$ cat src/rtl/irq_sel_pkg.sv
package irq_sel_pkg;
  localparam int NUM_SRC = 12;
  localparam int CODE_W  = $clog2(NUM_SRC);

  localparam int SRC_RST   = 0;
  localparam int SRC_MCK   = 1;
  localparam int SRC_CRIT  = 2;
  localparam int SRC_WDOG  = 3;
  localparam int SRC_CDB   = 4;
  localparam int SRC_FIT   = 5;
  localparam int SRC_PIT   = 6;
  localparam int SRC_DEC   = 7;
  localparam int SRC_EXT   = 8;
  localparam int SRC_DB    = 9;
  localparam int SRC_PERF  = 10;
  localparam int SRC_THERM = 11;

  typedef logic [NUM_SRC-1:0] src_vec_t;
  typedef logic [CODE_W-1:0]  code_t;

  // Sources whose pending bit is dropped on delivery (decrementer by config)
  function automatic src_vec_t consume_mask(input logic dec_clr);
    src_vec_t m;
    m = '1;
    m[SRC_CRIT] = 1'b0;
    m[SRC_EXT]  = 1'b0;
    m[SRC_DEC]  = dec_clr;
    return m;
  endfunction
endpackage

$ cat src/rtl/irq_enable_gate.sv
module irq_enable_gate
  import irq_sel_pkg::*;
(
  input  src_vec_t pend_i,
  input  logic     ext_en_i,
  input  logic     crit_en_i,
  output src_vec_t elig_o
);
  src_vec_t allow;

  always_comb begin
    allow = '0;
    for (int i = 0; i < NUM_SRC; i++) begin
      if (i == SRC_RST || i == SRC_MCK) allow[i] = 1'b1;
      else if (i == SRC_CRIT)           allow[i] = crit_en_i;
      else                              allow[i] = ext_en_i;
    end
    elig_o = pend_i & allow;
  end
endmodule

$ cat src/rtl/irq_prio_pick.sv
module irq_prio_pick
  import irq_sel_pkg::*;
(
  input  src_vec_t elig_i,
  output logic     found_o,
  output code_t    idx_o
);
  // Lowest index wins: scan from the top so lower indices overwrite
  always_comb begin
    found_o = 1'b0;
    idx_o   = '0;
    for (int i = NUM_SRC - 1; i >= 0; i--) begin
      if (elig_i[i]) begin
        found_o = 1'b1;
        idx_o   = code_t'(i);
      end
    end
  end
endmodule

$ cat src/rtl/irq_pending_selector.sv
module irq_pending_selector
  import irq_sel_pkg::*;
(
  input  logic              clk,
  input  logic              rst_n,
  input  logic [11:0]       set_i,
  input  logic [11:0]       clr_i,
  input  logic              eval_i,
  input  logic              ext_en_i,
  input  logic              crit_en_i,
  input  logic              dec_take_clr_i,
  output logic              take_valid_o,
  output logic [3:0]        take_code_o,
  output logic              irq_req_o
);
  src_vec_t pend_q, pend_d, elig, take_clr;
  logic     found;
  code_t    pick_idx;
  logic     valid_q, valid_d, irq_q, irq_d;
  code_t    code_q, code_d;

  irq_enable_gate u_gate (
    .pend_i    (pend_q),
    .ext_en_i  (ext_en_i),
    .crit_en_i (crit_en_i),
    .elig_o    (elig)
  );

  irq_prio_pick u_pick (
    .elig_i  (elig),
    .found_o (found),
    .idx_o   (pick_idx)
  );

  // Next state
  always_comb begin
    take_clr = '0;
    if (eval_i && found)
      take_clr[pick_idx] = consume_mask(dec_take_clr_i)[pick_idx];
    pend_d  = (pend_q & ~clr_i & ~take_clr) | set_i;
    valid_d = eval_i && found;
    code_d  = valid_d ? pick_idx : '0;
    if (eval_i)      irq_d = |pend_d;
    else if (|set_i) irq_d = 1'b1;
    else             irq_d = irq_q;
  end

  // Registers
  always_ff @(posedge clk or negedge rst_n) begin
    if (!rst_n) begin
      pend_q  <= '0;
      valid_q <= 1'b0;
      code_q  <= '0;
      irq_q   <= 1'b0;
    end else begin
      pend_q  <= pend_d;
      valid_q <= valid_d;
      code_q  <= code_d;
      irq_q   <= irq_d;
    end
  end

  assign take_valid_o = valid_q;
  assign take_code_o  = code_q;
  assign irq_req_o    = irq_q;


  valid_after_eval_chk: assert property (@(posedge clk) disable iff (!rst_n)
    take_valid_o |-> $past(eval_i));


  crit_needs_enable_chk: assert property (@(posedge clk) disable iff (!rst_n)
    (take_valid_o && take_code_o == 4'(SRC_CRIT)) |-> $past(crit_en_i));


  ext_kept_chk: assert property (@(posedge clk) disable iff (!rst_n)
    (pend_q[SRC_EXT] && !clr_i[SRC_EXT]) |=> pend_q[SRC_EXT]);


  req_drop_chk: assert property (@(posedge clk) disable iff (!rst_n)
    $fell(irq_req_o) |-> (pend_q == '0));


  set_wins_chk: assert property (@(posedge clk) disable iff (!rst_n)
    (|set_i) |=> ((pend_q & $past(set_i)) == $past(set_i)));


  reset_first_chk: assert property (@(posedge clk) disable iff (!rst_n)
    (eval_i && pend_q[SRC_RST]) |=> (take_valid_o && take_code_o == 4'(SRC_RST)));
endmodule

$ cat config.mk
export PLATFORM = sky130hd
export DESIGN_NAME = irq_pending_selector
export DESIGN_NICKNAME = d
export VERILOG_FILES = /design/src/rtl/irq_sel_pkg.sv /design/src/rtl/irq_enable_gate.sv /design/src/rtl/irq_prio_pick.sv /design/src/rtl/irq_pending_selector.sv
export SDC_FILE = /design/constraint.sdc
export NUM_CORES = 1
export LEC_CHECK = 0
export BUFFER_PORTS_ARGS = -buffer_cell sky130_fd_sc_hd__buf_2
export CAP_MARGIN = 10
export CORE_UTILIZATION = 44
export CTS_BUF_LIST = sky130_fd_sc_hd__clkbuf_4 sky130_fd_sc_hd__clkbuf_8 sky130_fd_sc_hd__clkbuf_16
export CTS_CLUSTER_SIZE = 25
export DETAILED_ROUTE_END_ITERATION = 12
export HOLD_SLACK_MARGIN = 0.15
export PLACE_DENSITY = 0.85
export SKIP_LAST_GASP = 1
export SYNTH_ARGS = -nofsm -noshare
export SYNTH_HDL_FRONTEND = slang
export SYNTH_SLANG_ARGS = --single-unit
$ cat constraint.sdc
create_clock -name clk -period 2.6 [get_ports clk]
set_clock_uncertainty 0.2 [all_clocks]
set_input_delay 0.13 -clock clk [delete_from_list [all_inputs] [get_ports clk]]
set_output_delay 0.13 -clock clk [all_outputs]
set_load 0.01 [all_outputs]
# Word-level counts from Yosys, hierarchy flattened
# Index checks and enable logic that the tools add are counted.
[totals]
register_bits = 18
latchBits = 0
mem_bits_rw = 0
mem_bits_ro = 0
output_inout_bits = 6
wordCells = 50
mem_count = 0
[classes]
add_sub_neg = 0
mul = 0
div = 0
order_cmp = 2
eq_ne = 0
shift = 0
mux = 32
bitwise = 7
reduce_logical = 5
[ops]
columns = ["cell", "n"]
rows = [
  ["2-to-1 mux 4 bit", 13],
  ["bitwise AND 12 bit", 4],
  ["inverter 12 bit", 2],
  ["OR reduction 12 bit", 2],
  ["2-to-1 mux 1 bit", 16],
  ["2-to-1 mux 12 bit", 1],
  ["bitwise OR 12 bit", 1],
  ["less-than comparator 4 x 5 -> 1 bit, second input constant", 1],
  ["binary-select mux 1 bit (select 4 bit)", 1],
  ["demux 1 bit (select 4 bit)", 1],
  [">= comparator 4 x 1 -> 1 bit, second input constant", 1],
  ["logical AND 1 bit", 2],
  ["nonzero test 2 bit", 1],
]

# Depth between registers and ports, before layout
# Gate-level depths: netlist of the first run.
[logic_depth]
depth_word = 24
ltp_mapped = 7
ltp_nobuf = 7

# Hierarchy
# A second synthesis of the first run with hierarchy kept.
[hier_totals]
hier_cells = 115
hier_area_um2 = 1063.5
[modules_own_cells]
columns = ["mod", "n_inst", "cells_per_inst", "area_per_inst_um2", "seq_area_each_um2"]
rows = [
  ["irq_pending_selector", 1, 81, 857.1, 450.4],
  ["irq_prio_pick", 1, 22, 128.9, 0.0],
  ["irq_enable_gate", 1, 12, 77.6, 0.0],
]

# Worst setup path after synthesis of the first run
# Ideal clock, no wire load.
[synth_path]
kind = "reg-to-reg"
start = "register pend_q[3]"
end = "register irq_q (netlist: irq_req_o)"
setup_time_ns = 0.126
t_arrival_ns = 2.108
required_time_ns = 2.274
slack_ns = 0.166
path_stages_with_launch = 7
period_less_slack_ns = 2.434
path_cell_list = "dfrtp_1 > a22o_1 > or3_4 > or4_4 > nor4b_4 > o2111a_1 > a31oi_1"
[synth_via]
elab_chain_cells = 16
word_cells_on_any_way = 25
classes_between = "order compare: 2; mux: 14; bitwise: 6; reduce/logical: 3"
[synth_lines]
columns = ["item", "line_no", "source"]
rows = [
  ["start: declaration", "irq_pending_selector.sv:16", "src_vec_t pend_q, pend_d, elig, take_clr;"],
  ["start signal: assignment", "irq_pending_selector.sv:56", "pend_q <= pend_d;"],
  ["bitwise AND 12 bit", "irq_enable_gate.sv:18", "elig_o = pend_i & allow;"],
  ["2-to-1 mux 4 bit (4 in a row)", "irq_prio_pick.sv:13", "if (elig_i[i]) begin"],
  ["less-than comparator 4 x 5 -> 1 bit (not written as such) / >= comparator 4 x 1 -> 1 bit (equally long branches)", "irq_pending_selector.sv:39", "take_clr[pick_idx] = consume_mask(dec_take_clr_i)[pick_idx];"],
  ["logical AND 1 bit (not written as such)", "irq_pending_selector.sv:39", ""],
  ["2-to-1 mux 1 bit (not written as such)", "irq_pending_selector.sv:39", ""],
  ["demux 1 bit (select 4 bit)", "irq_pending_selector.sv:39", ""],
  ["bitwise AND 12 bit (no source line)", "-", ""],
  ["2-to-1 mux 12 bit", "irq_pending_selector.sv:38", "if (eval_i && found)"],
  ["inverter 12 bit", "irq_pending_selector.sv:40", "pend_d = (pend_q & ~clr_i & ~take_clr) | set_i;"],
  ["bitwise AND 12 bit (*)", "irq_pending_selector.sv:40", ""],
  ["bitwise OR 12 bit (*)", "irq_pending_selector.sv:40", ""],
  ["OR reduction 12 bit (*)", "irq_pending_selector.sv:43", "if (eval_i) irq_d = |pend_d;"],
  ["2-to-1 mux 1 bit (*)", "irq_pending_selector.sv:43", ""],
  ["end signal: assignment", "irq_pending_selector.sv:59", "irq_q <= irq_d;"],
  ["end: declaration", "irq_pending_selector.sv:19", "logic valid_q, valid_d, irq_q, irq_d;"],
]
# Every way passes the cells marked *; elsewhere a longest branch is shown, timed or not. The select of a mux whose other input is x is not followed.
# A chain may end at the register's enable or synchronous reset.

# Worst setup path after layout of the first run
[layout_path]
start = "input set_i[11]"
end = "register irq_q (netlist: irq_req_o)"
[layout_via]
elab_chain_cells = 3
word_cells_on_any_way = 5
classes_between = "mux: 1; bitwise: 1; reduce/logical: 3"
[layout_lines]
columns = ["item", "line_no", "source"]
rows = [
  ["start: declaration", "irq_pending_selector.sv:6", "input logic [11:0] set_i,"],
  ["bitwise OR 12 bit", "irq_pending_selector.sv:40", ""],
  ["OR reduction 12 bit", "irq_pending_selector.sv:43", ""],
  ["2-to-1 mux 1 bit", "irq_pending_selector.sv:43", ""],
]
# Several ways; a longest one is shown, not always the timed one.

==> results.yml, run 1 <==
global_routing:
  grtUsageTotal_pct: 32.69
  first_global_vias: 1352
  grt_overflow_total: 0
  grt_pass1_wl_um: 6065
  grt_max_degree: 19
  antenna_found_initial: 0
synth:
  synth_cells: 110
  ys.flop_type: "dfrtp_1"
  synth_nets: 140
  postSynthAreaPerCell_um2: 9.475
  synthTopCellsByArea: "dfrtp_1 (43%), inv_1 (5.4%), nor2_1 (4.3%)"
  synth_area_um2: 1042
  yosysTopAreaCellShare_pct: 43.22
  synth_seq_area_share_pct: 43.22
  ys_ff_latch: 18
  synth_enable_flop_cells: 0
  async_flop_share_pct: 100.0
  yosysTopAreaCell: "dfrtp_1"
  yosysUniqueCellTypes: 40
  ys.warnings.count: 0
drt:
  via_count: 1288
  drc: 0
  first_pass_iters: 4
  ant_nets: 0
  dr.first_iter.drc_count: 86
  wire_per_inst_um: 17.73
  wl_um: 3759
  routed_via_density: 6.075
setup_path:
  cp.buffers_inverters: 2
  cp_max_fo: 3
  slowest_delay_ns: 0.56
  worst-setup-path-type: "primary input to flip-flop"
  r2r-start: "pend_q[3]$_DFF_PN0_"
  end_kind: "flip-flop"
  cp-startpoint: "set_i[11]"
  critPathRequiredTime_ns: 2.60
  startpoint_type: "primary input"
  critPathSlowestCell: "dlygate4sd3_1"
  crit_chain: "dlygate4sd3_1 > buf_2 > or4_1 > nor4_2 > or4bb_1 > a211oi_1 > o2111a_1 > a31oi_1"
  cp_top_family: "simple AND/OR/NAND/NOR gates"
  arrival_ns: 2.57
die:
  placementRows: 17
  initial_core_util_pct: 47.12
  core_area_um2: 2212
  die-area_um2: 2567
  num_io_pins: 36
  die_w_um: 50.67
  die_h_um: 50.67
sta:
  rsz0062_at_grt: "true"
  slew_headroom_pct: 45.33
  worst_slew_pin_slew_ns: 0.8173
  slew_violations: 0
  fin_crit_sh_pct: 98.82
  finalHoldWorstSlack_ns: 0.1628
  setup_ws_ns: 0.03079
  setup_viol: 0
  fmax_mhz: 389.2
  setup_tns_ns: 0
  finalHoldViolCount: 0
  fin_crit_ns: 2.569
power_and_ir_drop:
  powerDensity_nw_per_um2: 400.1
  vdd.ir_drop.worst_mv: 0.3231
  power.static_leakage_nw: 0.7839
min_path:
  min_path_type: "primary input to flip-flop"
  hold_start: "set_i[1]"
clocking:
  cts.sinks: 18
  clockBufferDepth: 2
  root_buffer: "clkbuf_4"
  numCtsBuffers: 3
  clock_latency_ns: 0.31
  h-tree-depth: 1
  cts.clk_slew.worst_paths_ns: 0.11
  cts_tree: "built"
placed_design:
  gp_congestion: 0.8968
  port_buffers: 35
  dpl_worst_slack_ns: 0.04887
  place_area_um2: 1260
  hpwl_um: 2129
run_status:
  outcome: "completed"
cells_and_area:
  area_growth_pct: 56.54
  fin_nets: 215
  diodes: 0
  fin_area_um2: 1632
  drive_above_1_share_pct: 32.07
  layout_commonest_cell: "buf_2"
  final_cell_mix: "buf_2 (35), dlygate4sd3_1 (32), dfrtp_1 (18)"
flow_run:
  maxCapViolCount: 0
==> sequential cells by signal (all words and copies together), names as in the netlist <==
register,flops
pend_q,12
take_code_o,4
irq_req_o,1
take_valid_o,1
==> report_power, final <==
| group | internal [mW] | leakage, nW | total [mW] | switching (mW) |
|---|---|---|---|---|
| Clock | 0.0856 | 0.0210 | 0.183 | 0.0971 |
| Sequential | 0.295 | 0.205 | 0.310 | 0.0150 |
| Combinational | 0.0860 | 0.557 | 0.160 | 0.0742 |
==> cells by family (layout without fill, tap and decap cells) <==
logic type / after synthesis / after routing / share of synthesized area (%)
DFF: 18 / 18 / 43.22
buffers and inverters: 16 / 90 / 6.122
AOI/OAI and AO/OA: 29 / 29 / 20.29
and+or+nand+nor: 47 / 47 / 30.37
==> cells in the mapped netlist, types with 2 or more instances <==
library cell,number
nor2_1,12
dfrtp_1,18
and3_2,2
a21oi_1,5
a31oi_1,2
or2_2,2
nand4_1,2
a21o_1,2
nand2b_1,4
nor4_1,4
o31ai_1,3
nand2_1,4
or2b_2,2
o21bai_1,2
and2b_2,2
inv_1,15
nor3_1,2
a211oi_1,3
o21ai_0,3
==> final cells by class <==
cell class | count | area [um^2]
clock buffer | 4 | 36.28
fill | 148 | 580.6
inverter | 15 | 56.30
multi-input combinational | 76 | 528.0
sequential | 18 | 450.4
tap | 28 | 35.03
timing repair buffer | 71 | 525.5
==> repair_timing <==
action / 4_1_cts / 5_1_grt
gates resized for setup: 0 / 2
hold buffers: 32 / 0
endpoints found under the setup margin: 0 / 4
hold endpoints to repair: 36 / 0
setup buffers: 0 / 2
==> through the flow <==
stage / cells / util (%) / power (mW)
global route: 212 / 73.76 / 0.6745
CTS: 210 / 73.08 / 0.6341
finish: 212 / 73.76 / 0.6529
detailed placement: 174 / 56.96 / 0.4209
floorplan: 110 / - / 0.3661
global placement: 174 / 56.96 / 0.4157
==> worst register-to-register path: stages, from the launching register on <==
cell,delay (ns)
dfrtp_1,0.43
a22o_1,0.28
or3_4,0.35
or4_4,0.49
nor4b_4,0.37
o2111a_1,0.24
a31oi_1,0.09
==> metal layers <==
layer  global-route usage [%]  share of wire, %
met5                        0                 0
met4                    20.37               6.9
met3                    4.545               8.7
met2                    58.44                50
met1                    36.00                34
==> path summary, 6_finish.rpt <==
check | endpoint | slack (ns) | cells past startpoint
max | irq_req_o$_DFFE_PN0P_ | 0.03 | 8
min | irq_req_o$_DFFE_PN0P_ | 0.16 | 4
max reg2reg | irq_req_o$_DFFE_PN0P_ | 0.05 | 6
min reg2reg | take_code_o[0]$_DFF_PN0_ | 0.43 | 2
max in group asynchronous | pend_q[0]$_DFF_PN0_ | 0.92 | 3
min in group asynchronous | pend_q[8]$_DFF_PN0_ | 0.77 | 3
No activity file was read; power rests on OpenSTA's default activity.
==> inputs of run 2 (changes only) <==
Settings changed: SYNTH_HIERARCHICAL from default to 1.
==> run 2 against run 1 <==
  * The run now ends with negative setup slack left
  * Core utilization up 4.2 points
  * Clock-buffer cell count unchanged
  * Sequential cell count unchanged
  * Power up 7.5%
  * Design area up 7.7%
  * Combinational power up 33%
  * Critical path type is now flip-flop to flip-flop
==> results.yml, run 2 <==
min_path:
  min_path_type: "primary input to flip-flop"
global_routing:
  grt_max_degree: 19
  grtUsageTotal_pct: 29.94
  antenna_found_initial: 0
  grt_pass1_wl_um: 5651
  grt_overflow_total: 0
  first_global_vias: 1260
cells_and_area:
  multiInputGateArea_um2: 621.8
  drive_above_1_share_pct: 38.54
  diodes: 0
  finalNonFillerCells: 220
  area_growth_pct: 65.18
  fin_area_um2: 1757
  seq_area_um2: 450.4
  largest_reg_flops: 12
  fin_nets: 223
  final_cell_mix: "buf_2 (35), dlygate4sd3_1 (28), dfrtp_1 (18)"
  largest-register: "pend_q"
  fillers: 135
  layout_commonest_cell: "buf_2"
sta:
  rsz0062_at_grt: "true"
  setup_viol: 2
  fmax_mhz: 347.7
  setup_ws_ns: -0.2758
  fin_crit_sh_pct: 110.6
  worst_slew_pin_slew_ns: 0.8304
  fin_crit_ns: 2.876
  finalHoldViolCount: 0
  slew_violations: 0
  setup_tns_ns: -0.5007
  slew_headroom_pct: 44.46
placed_design:
  hpwl_um: 2110
  post-place-cells: 183
  dpl_worst_slack_ns: -0.2792
  port_buffers: 35
  gp_congestion: 0.8546
  place_area_um2: 1314
synth:
  ys_ff_latch: 18
  synth_nets: 145
  synthTopCellsByCount: "dfrtp_1 (18), inv_1 (14), and2_1 (10)"
  ys.warnings.count: 6
  ys.flop_type: "dfrtp_1"
  synth_enable_flop_cells: 0
  synthTopCellsByArea: "dfrtp_1 (42%), and2_1 (5.9%), inv_1 (4.9%)"
  yosysUniqueCellTypes: 35
  synth_seq_area_share_pct: 42.35
  postSynthAreaPerCell_um2: 9.248
  async_flop_share_pct: 100.0
  synth_cells: 115
  yosysTopAreaCellShare_pct: 42.35
  synth_area_um2: 1064
  yosysTopAreaCell: "dfrtp_1"
  yosysMostFrequentCell: "dfrtp_1"
drt:
  drc: 0
  dr.first_iter.drc_count: 57
  routed_via_density: 5.968
  ant_nets: 0
  first_pass_iters: 4
  via_count: 1313
  wire_per_inst_um: 18.88
  wl_um: 4153
clocking:
  cts_tree: "built"
  root_buffer: "clkbuf_4"
  cts.clk_slew.worst_paths_ns: 0.11
  numCtsBuffers: 3
  clock_latency_ns: 0.30
  clockBufferDepth: 2
  h-tree-depth: 1
  cts.sinks: 18
run_status:
  outcome: "finished, violations left"
  violations: "negative setup slack"
die:
  die-area_um2: 2618
  die_w_um: 51.17
  die_h_um: 51.17
  num_io_pins: 36
  initial_core_util_pct: 47.17
  core_area_um2: 2255
  placementRows: 17
setup_path:
  end_kind: "flip-flop"
  critPathSlowestCell: "nor3_2"
  endpoint: "irq_req_o$_DFFE_PN0P_"
  startpoint_type: "flip-flop"
  cp_max_fo: 5
  arrival_ns: 2.87
  worst-setup-path-type: "flip-flop to flip-flop"
  cp.depth: 10
  cp_top_family: "simple AND/OR/NAND/NOR gates"
  r2r_cells: 10
  r2r_end: "irq_req_o$_DFFE_PN0P_"
  r2r_slack_ns: -0.28
  slowest_delay_ns: 0.46
  cp.buffers_inverters: 0
  crit_chain: "and2_1 > nor2_1 > o31ai_1 > a211oi_2 > nor3_2 > and4b_1 > o2bb2ai_1 > nand4_1 > nor4_2 > a21oi_1"
  r2r-start: "pend_q[11]$_DFF_PN0_"
  critPathRequiredTime_ns: 2.59
  cp-startpoint: "pend_q[11]$_DFF_PN0_"
power_and_ir_drop:
  power.static_leakage_nw: 0.8074
  vdd.ir_drop.worst_mv: 0.2913
  powerDensity_nw_per_um2: 399.6
flow_run:
  maxCapViolCount: 0
[run 2: timing repair]
| action | CTS | global route |
|---|---|---|
| setup endpoints to repair | 1 | 2 |
| hold buffers | 28 | 0 |
| pin swaps | 2 | 5 |
| buffers inserted | 1 | 3 |
| cloned | 1 | 0 |
| gates resized for setup | 5 | 13 |
| endpoints found under the hold margin | 36 | 0 |
[run 2: cell type report]
class	count	area share, %
Tap cell	28	1.994
Multi-Input combinational cell	79	35.40
Sequential cell	18	25.64
Timing Repair Buffer	76	31.70
Clock buffer	4	2.066
Inverter	15	3.205
[run 2: cell families (layout without fill, tap and decap cells)]
kind of cell | after synthesis | in the layout | share of synthesized area (%)
simple gates | 56 | 57 | 34.59
compound gates | 22 | 22 | 15.18
buf+inv | 19 | 95 | 7.881
flops | 18 | 18 | 42.35
[run 2: per-layer routing]
metal / wire length, um / global-route usage [%]
met1: 1652 / 34.44
met2: 1965 / 48.03
met3: 374 / 6.250
met4: 161 / 23.15
met5: 0 / 0
[run 2: worst min-delay path by stage]
stage,from,endpoint,slack [ns],cells after the start
after floorplan,rst_n,irq_req_o$_DFFE_PN0P_,-0.37,0
after global placement,rst_n,take_valid_o$_DFF_PN0_,-0.12,1
after detailed placement,rst_n,take_valid_o$_DFF_PN0_,-0.11,1
after CTS,clr_i[2],irq_req_o$_DFFE_PN0P_,0.19,6
after global routing,dec_take_clr_i,pend_q[7]$_DFF_PN0_,0.23,5
final,clr_i[8],irq_req_o$_DFFE_PN0P_,0.22,6
[run 2: tightest hold or removal path, stage by stage]
cell,delay (ns)
buf_2,0.10
inv_1,0.08
a211o_1,0.13
a2111o_1,0.11
nor4_2,0.04
a21oi_1,0.10
[run 2: power by group]
group / switching (mW) / internal [mW] / leakage (nW) / total (mW)
Clock: 0.0937 / 0.0854 / 0.0210 / 0.179
Sequential: 0.0135 / 0.296 / 0.205 / 0.310
Combinational: 0.105 / 0.108 / 0.581 / 0.213
[run 2: stage by stage]
| stage | hold slack, ns | total power, mW | util [%] |
|---|---|---|---|
| after floorplan | -0.3656 | 0.3855 | - |
| after global placement | -0.1249 | 0.4395 | 58.27 |
| final | 0.2215 | 0.7020 | 77.91 |
| after CTS | 0.1914 | 0.6655 | 74.25 |
| after global routing | 0.2326 | 0.7261 | 77.91 |
| after detailed placement | -0.1139 | 0.4453 | 58.27 |
==> inputs of run 3 (changes only) <==
Settings changed: CORE_ASPECT_RATIO from default to 1.5, SKIP_CTS_REPAIR_TIMING from default to 1.
==> run 3 against run 2 <==
  * Final cell count increased by 0.91%
  * First-iteration DRC count increased by 39%
  * The run still ends with negative setup slack left
  * Critical endpoint unchanged
  * Routed wire length decreased by 5.8%
  * Core utilization increased by 2.8 points
  * Combinational power increased by 7%
  * Non-clock buffer count increased by 7
  * Die area increased by 0.15%
==> results.yml, run 3 (synthesis gave the netlist of run 2 again) <==
sta:
  setup_tns_ns: -0.08267
  fin_crit_sh_pct: 103.2
  slew_headroom_pct: 43.85
  rsz0062_at_grt: "true"
  fin_crit_ns: 2.683
  fmax_mhz: 372.8
  finalHoldViolCount: 0
  setup_viol: 1
  worst_slew_pin_slew_ns: 0.8395
  setup_ws_ns: -0.08267
  slew_violations: 0
cells_and_area:
  layout_commonest_cell: "buf_2"
  area_growth_pct: 71.41
  largest-register: "pend_q"
  final_cell_mix: "buf_2 (35), dlygate4sd3_1 (27), buf_4 (20)"
  multiInputGateArea_um2: 644.4
  fillers: 136
  largest_reg_flops: 12
  seq_area_um2: 450.4
  fin_nets: 230
  diodes: 0
  drive_above_1_share_pct: 43.72
setup_path:
  slowest_delay_ns: 0.40
  r2r_end: "irq_req_o$_DFFE_PN0P_"
  critPathSlowestCell: "dfrtp_1"
  arrival_ns: 2.68
  critPathRequiredTime_ns: 2.60
  r2r-start: "pend_q[8]$_DFF_PN0_"
  r2r_cells: 13
  end_kind: "flip-flop"
  cpMostUsedCell: "buf_4"
  startpoint_type: "flip-flop"
  crit_chain: "and2_1 > buf_4 > nor3_2 > o21ai_1 > o21ai_1 > o31a_1 > buf_4 > buf_4 > and4b_1 > o2bb2ai_2 > nand4_1 > nor4_2 > a21oi_1"
  cp_max_fo: 4
  cp-startpoint: "pend_q[8]$_DFF_PN0_"
  r2r_slack_ns: -0.08
  worst-setup-path-type: "flip-flop to flip-flop"
drt:
  routed_via_density: 6.054
  first_pass_iters: 4
  drc: 0
  via_count: 1344
  dr.first_iter.drc_count: 79
  wl_um: 3912
  ant_nets: 0
  wire_per_inst_um: 17.62
power_and_ir_drop:
  p_sw_mw: 0.2104
  p_comb_share_pct: 31.9
  seq_power_share_pct: 43.4
  clockPowerShare_pct: 24.7
  total_power_mw: 0.7158
  swShare_pct: 29.40
  power.static_leakage_nw: 0.8504
  powerDensity_nw_per_um2: 392.6
  vdd.ir_drop.worst_mv: 0.2711
  internal-power_mw: 0.5054
placed_design:
  gp_congestion: 0.8986
  port_buffers: 35
  hpwl_um: 2129
clocking:
  h-tree-depth: 1
  clock_latency_ns: 0.31
  root_buffer: "clkbuf_4"
  cts.sinks: 18
  cts.clk_slew.worst_paths_ns: 0.10
  numCtsBuffers: 3
  cts_tree: "built"
  clockBufferDepth: 2
die:
  die_h_um: 62.22
  placementRows: 21
  initial_core_util_pct: 47.07
  die_w_um: 42.14
  core_area_um2: 2260
  die-area_um2: 2622
  num_io_pins: 36
global_routing:
  antenna_found_initial: 0
  grtUsageTotal_pct: 22.22
  grt_pass1_wl_um: 4485
  first_global_vias: 1055
  grt_overflow_total: 0
  grt_max_degree: 19
run_status:
  outcome: "finished, violations left"
  violations: "negative setup slack"
min_path:
  min_path_type: "primary input to flip-flop"
  holdPathStages: 5
  whs_endpoint: "pend_q[7]$_DFF_PN0_"
  hold_start: "dec_take_clr_i"
flow_run:
  maxCapViolCount: 0
## run 3: cell types whose count changed in the layout (fill, tap and decap cells not counted), moves of 2 or more
cell and delta:
and2_4 +3, and2_1 -2, o2bb2ai_1 -2, buf_4 +8
o2bb2ai_2 +2
## run 3: how the worst max path moves through the flow
stage                            endpoint  slack (ns)  cells after the start
global route        irq_req_o$_DFFE_PN0P_       -0.21                      9
CTS                 irq_req_o$_DFFE_PN0P_       -0.20                      9
floorplan           irq_req_o$_DFFE_PN0P_        0.20                      8
detailed placement  irq_req_o$_DFFE_PN0P_       -0.16                      9
finish              irq_req_o$_DFFE_PN0P_       -0.08                     13
global placement    irq_req_o$_DFFE_PN0P_       -0.13                      9
## run 3: cell type report
| type | instances | area share (%) |
|---|---|---|
| well taps | 23 | 1.579 |
| flip-flops and latches | 18 | 24.71 |
| repair buffers | 83 | 33.29 |
| inverters | 15 | 3.089 |
| clock buffers | 4 | 1.990 |
| multi-input cells | 79 | 35.35 |
## run 3: metal layers
| metal | share of wire [%] | GRT usage, % | vias up |
|---|---|---|---|
| met3 | 7.0 | 3.488 | 27 |
| met5 | 0 | 0 | - |
| li1 | - | - | 577 |
| met1 | 40 | 24.48 | 652 |
| met4 | 6.6 | 13.28 | 0 |
| met2 | 46 | 38.87 | 88 |
## run 3: through the flow
stage                     instance area [um^2]  utilization (%)  cells  worst slack, ns  hold WS (ns)
after floorplan                           1064                -    115           0.1975       -0.3656
after CTS                                 1336            59.14    181          -0.1975       -0.4462
final                                     1823            80.68    222         -0.08267        0.2148
after detailed placement                  1300            57.53    177          -0.1619       -0.1195
after global placement                    1300            57.53    177          -0.1345       -0.1223
after global routing                      1823            80.68    222          -0.2120        0.1911
## run 3: worst max-delay path: cells and delay by family (launching register included)
family / cells / cell delay (ns)
AOI/OAI and AO/OA: 5 / 0.71
and+or+nand+nor: 5 / 0.86
buffers and inverters: 3 / 0.40
DFF: 1 / 0.40
## run 3: power groups by stage
stage | clock, mW | combinational (mW) | sequential [mW]
after global placement | 0 | 0.129 | 0.311
after floorplan | 0 | 0.0770 | 0.309
after global routing | 0.192 | 0.242 | 0.311
after CTS | 0.175 | 0.133 | 0.306
after detailed placement | 0 | 0.132 | 0.312
final | 0.177 | 0.228 | 0.310
